<file path="config.mk">
export PLATFORM = sky130hd
export DESIGN_NAME = adc_dma_reqgen
export DESIGN_NICKNAME = d
export VERILOG_FILES = /design/src/rtl/adc_dma_pkg.sv /design/src/rtl/adc_dma_ctl_reg.sv /design/src/rtl/adc_dma_req_path.sv /design/src/rtl/adc_dma_irq_path.sv /design/src/rtl/adc_dma_reqgen.sv
export SDC_FILE = /design/constraint.sdc
export NUM_CORES = 1
export LEC_CHECK = 0
export ABC_AREA = 0
export BUFFER_PORTS_ARGS = -buffer_cell sky130_fd_sc_hd__buf_2
export CAP_MARGIN = 25
export CELL_PAD_IN_SITES_DETAIL_PLACEMENT = 0
export CELL_PAD_IN_SITES_GLOBAL_PLACEMENT = 1
export CORE_AREA = 2 2 39 41
export CTS_BUF_LIST = sky130_fd_sc_hd__clkbuf_8 sky130_fd_sc_hd__clkbuf_16
export DETAILED_ROUTE_END_ITERATION = 7
export DIE_AREA = 0 0 41 43
export PLACE_DENSITY = 0.52
export SYNTH_ARGS = -nofsm -noshare
export SYNTH_HDL_FRONTEND = slang
export SYNTH_SLANG_ARGS = --single-unit
export TNS_END_PERCENT = 1
</file>
<file path="constraint.sdc">
create_clock -name clk -period 0.8 [get_ports clk]
set_input_delay 0.24 -clock clk [delete_from_list [all_inputs] [get_ports clk]]
set_output_delay 0.24 -clock clk [all_outputs]
set_load 0.01 [all_outputs]
</file>
<file path="src/rtl/adc_dma_pkg.sv">
package adc_dma_pkg;

    localparam int CTL_W       = 3;
    localparam int CTL_WM_BIT  = 0;
    localparam int CTL_EN_BIT  = 1;
    localparam int CTL_MOD_BIT = 2;

    typedef enum logic {
        WM_NOT_EMPTY   = 1'b0,
        WM_ALMOST_FULL = 1'b1
    } wmark_e;

    typedef enum logic {
        KIND_BURST  = 1'b0,
        KIND_SINGLE = 1'b1
    } req_kind_e;

    // Packed MSB first: bit2 kind, bit1 enable, bit0 watermark
    typedef struct packed {
        req_kind_e kind;
        logic      en;
        wmark_e    wmark;
    } ctl_t;

    typedef struct packed {
        logic empty;
        logic almost_full;
        logic overflow;
        logic underflow;
    } fifo_stat_t;

    typedef struct packed {
        logic burst;
        logic single;
    } req_t;

    localparam ctl_t CTL_RESET = '{kind: KIND_BURST, en: 1'b0, wmark: WM_NOT_EMPTY};

    function automatic ctl_t unpack_ctl(input logic [CTL_W-1:0] raw);
        ctl_t c;
        c.kind  = req_kind_e'(raw[CTL_MOD_BIT]);
        c.en    = raw[CTL_EN_BIT];
        c.wmark = wmark_e'(raw[CTL_WM_BIT]);
        return c;
    endfunction

    function automatic logic watermark_met(input wmark_e wm, input fifo_stat_t st);
        logic met;
        case (wm)
            WM_NOT_EMPTY:   met = ~st.empty;
            WM_ALMOST_FULL: met = st.almost_full;
            default:        met = 1'b0;
        endcase
        return met;
    endfunction

    function automatic logic fault_term(input fifo_stat_t st);
        return st.overflow | st.underflow;
    endfunction

endpackage

</file>
<file path="src/rtl/adc_dma_ctl_reg.sv">
module adc_dma_ctl_reg
    import adc_dma_pkg::*;
(
    input  logic             clk,
    input  logic             rst,
    input  logic             we,
    input  logic [CTL_W-1:0] wdata,
    output ctl_t             ctl
);
    always_ff @(posedge clk) begin
        if (rst) begin
            ctl <= CTL_RESET;
        end else if (we) begin
            ctl <= unpack_ctl(wdata);
        end
    end
endmodule

</file>
<file path="src/rtl/adc_dma_req_path.sv">
module adc_dma_req_path
    import adc_dma_pkg::*;
(
    input  logic       clk,
    input  logic       rst,
    input  ctl_t       ctl,
    input  fifo_stat_t st,
    output req_t       req
);
    logic want;
    req_t req_d;

    always_comb begin
        want         = ctl.en & watermark_met(ctl.wmark, st);
        req_d.burst  = want & (ctl.kind == KIND_BURST);
        req_d.single = want & (ctl.kind == KIND_SINGLE);
    end

    always_ff @(posedge clk) begin
        if (rst) req <= '0;
        else     req <= req_d;
    end
endmodule

</file>
<file path="src/rtl/adc_dma_irq_path.sv">
module adc_dma_irq_path
    import adc_dma_pkg::*;
(
    input  logic       clk,
    input  logic       rst,
    input  logic       dma_en,
    input  fifo_stat_t st,
    input  logic       dma_done,
    output logic       irq
);
    logic primary;
    logic irq_d;

    always_comb begin
        primary = dma_en ? dma_done : ~st.empty;
        irq_d   = primary | fault_term(st);
    end

    always_ff @(posedge clk) begin
        if (rst) irq <= 1'b0;
        else     irq <= irq_d;
    end
endmodule

</file>
<file path="src/rtl/adc_dma_reqgen.sv">
module adc_dma_reqgen
    import adc_dma_pkg::*;
(
    input  logic             clk,
    input  logic             rst,
    input  logic             ctl_we,
    input  logic [CTL_W-1:0] ctl_wdata,
    input  logic             fifo_empty,
    input  logic             fifo_almost_full,
    input  logic             fifo_overflow,
    input  logic             fifo_underflow,
    input  logic             dma_done,
    output logic             req_burst,
    output logic             req_single,
    output logic             irq_event
);
    ctl_t       ctl_q;
    fifo_stat_t stat;
    req_t       req_q;
    logic       ctl_en;
    logic       ctl_wm;
    logic       ctl_single;

    assign stat = '{empty: fifo_empty, almost_full: fifo_almost_full,
                    overflow: fifo_overflow, underflow: fifo_underflow};

    adc_dma_ctl_reg u_ctl (
        .clk   (clk),
        .rst   (rst),
        .we    (ctl_we),
        .wdata (ctl_wdata),
        .ctl   (ctl_q)
    );

    adc_dma_req_path u_req (
        .clk (clk),
        .rst (rst),
        .ctl (ctl_q),
        .st  (stat),
        .req (req_q)
    );

    adc_dma_irq_path u_irq (
        .clk      (clk),
        .rst      (rst),
        .dma_en   (ctl_q.en),
        .st       (stat),
        .dma_done (dma_done),
        .irq      (irq_event)
    );

    assign ctl_en     = ctl_q.en;
    assign ctl_wm     = ctl_q.wmark;
    assign ctl_single = ctl_q.kind;
    assign req_burst  = req_q.burst;
    assign req_single = req_q.single;
endmodule

</file>
==> impl_metrics.tcl <==
set metrics [dict create \
    wire_per_inst_um 8.731 \
    r2r_slack_ps 70 \
    drc 0 \
    power_mw 0.8360 \
    hold_viol_final 0 \
    num_vias 195 \
    slew_viol_final 0 \
    grt_pass1_wl_um 676 \
    p_clk_share_pct 52.6 \
    place_congestion 0.6924 \
    timing.max_slew.rel_slack_pct 91.94 \
    syn_nets 31 \
    critPathBufInv 1 \
    cts_buffers 3 \
    min_path_type "in2reg" \
    port_buffers 13 \
    failed_checks "negative setup slack" \
    stdcell_count 52 \
    place_ws_ps 34.88 \
    num_antenna_cells 0 \
    crit_required_ps 560 \
    worstMarginPinSlew_ps 117.6 \
    dr.pass1.iters 2 \
    grt_antenna_before_repair 0 \
    switching_share_pct 18.50 \
    wl_um 454 \
    track_usage_pct 6.338 \
    power_per_cell_area_nw_per_um2 2361 \
    skew_ps 0.8847 \
    die-width_um 41 \
    critical-path-max-stage-delay_ps 300 \
    syn_avg_cell_area_um2 10.76 \
    crit_fanout 1 \
    tns_ps -207.5 \
    intPower_mw 0.6813 \
    rows 14 \
    cts_root_buf "clkbuf_8" \
    path_cells "buf_6" \
    clkTransAtPathRegs_ps 30 \
    slowest_stage "dfxtp_2" \
    fp.dieArea_um2 1763 \
    syn_inst 20 \
    crit_path_start_kind "register" \
    leakagePower_nw 0.1796 \
    grt_max_degree 7 \
    status "finished with violations" \
    die_h_um 43 \
    endpoint_kind "output port" \
    syn_area_um2 215.2 \
    first_global_vias 172 \
    critical-path-top-delay-family "flip-flops" \
    clock_latency_ps 220 \
    critPathKind "reg2out" \
    synth_area_leaders "dfxtp_1, mux2i_1, nor2_1" \
    ys_seq_area_share_pct 55.81 \
    synth-seq-cells 6 \
    rsz0062_at_grt "true" \
    cts_tree "yes" \
    dr.first_iter.drc_count 2 \
    sequentialPowerShare_pct 39.0 \
    timing.final.ws_setup_ps -71.30 \
    synth_cell_types 9 \
    cts_sinks 6 \
    min_period_ps 871.3 \
    switchingPower_mw 0.1547 \
    clk_path_buf_depth 2 \
    ioPinCount 14 \
    area_growth_pct 64.54 \
    p_comb_share_pct 8.4 \
    peakVddDrop_v 0.0008332 \
    drive_above_1_share_pct 52.78 \
    placedCellCount 49 \
    maxCapViolCount 0 \
    yosysTopAreaCell "dfxtp_1" \
    fill_cells 154 \
    yosysTopAreaCellShare_pct 55.81 \
    max_clock_freq_mhz 1148 \
    start_util_pct 15.55 \
    setup_viol 3 \
    dp_hpwl_um 385.9 \
    vias_per_cell 3.750 \
    nNetsFinal 49 \
    coreArea_um2 1384 \
    antenna_left 0 \
    cts_setup_buffers 0 \
    finalCritPeriodShare_pct 108.9 \
    arrival_ps 630 \
    htree_levels 1 \
    whs_ps 246.5 \
    ys.warnings.count 0 \
    grt_overflow 0 \
]
[cell families after synthesis]
group / Yosys count / share of synthesized area (%)
AOI/OAI and AO/OA: 2 / 4.647
muxes: 4 / 18.61
buffers and inverters: 1 / 1.743
DFF: 6 / 55.82
and+or+nand+nor: 7 / 19.18
[flip-flops by register name, summed over array words and instances (netlist names)]
name       flops
u_irq.irq      1
u_req.req      2
u_ctl.ctl      3
[final timing paths]
check,startpoint,end,cells past startpoint
max,u_irq.irq,irq_event,1
min,rst,u_irq.irq,2
max reg2reg,u_ctl.ctl[0],u_req.req[1],3
min reg2reg,u_ctl.ctl[2],u_ctl.ctl[2],2
[through the flow]
stage                     utilization, %  area (µm²)
after floorplan                        -       215.2
after global placement             21.70       300.3
after detailed placement           21.70       300.3
after CTS                          24.68       341.6
after global routing               25.59       354.1
final                              25.59       354.1
[metal layers]
layer	GRT usage, %	vias up	wire length (µm)
met3	6.806	0	90
met4	4.000	0	0
met2	6.875	14	172
li1	-	101	-
met5	0	-	0
met1	7.120	80	190
[placed cells by master, fill, tap and decap left out]
master,instances
buf_6,1
clkbuf_8,3
dfxtp_1,4
nor2_1,4
o21ai_2,1
nand2_1,1
dfxtp_2,2
and4bb_1,1
and4b_1,1
inv_1,1
mux2i_1,4
a21oi_1,1
buf_2,12
[cell usage after synthesis]
cell type and n:
dfxtp_1 6, mux2i_1 4, nor2_1 4, a21oi_1 1
and4b_1 1, and4bb_1 1, inv_1 1, nand2_1 1
o21ai_1 1
[final cells by class]
class | instances | area [µm²] | area share [%]
inverter | 1 | 3.754 | 1.060
multi-input combinational | 13 | 95.09 | 26.86
timing repair buffer | 13 | 71.32 | 20.14
tap | 16 | 20.02 | 5.654
sequential | 6 | 122.6 | 34.63
clock buffer | 3 | 41.29 | 11.66
[power by group through the flow]
stage	registers [mW]	logic, mW	clock network (mW)
global placement	0.327	0.0640	0
floorplan	0.329	0.0253	0
CTS	0.324	0.0658	0.460
detailed placement	0.328	0.0661	0
global route	0.327	0.0787	0.479
finish	0.326	0.0701	0.440
[timing repair]
action                                  CTS  global route
resized for setup                         0             4
endpoints found under the setup margin    3             5
cloned                                    0             0
endpoints found under the hold margin     0             0
hold buffers                              0             0
(Power assumes the default switching activity.)
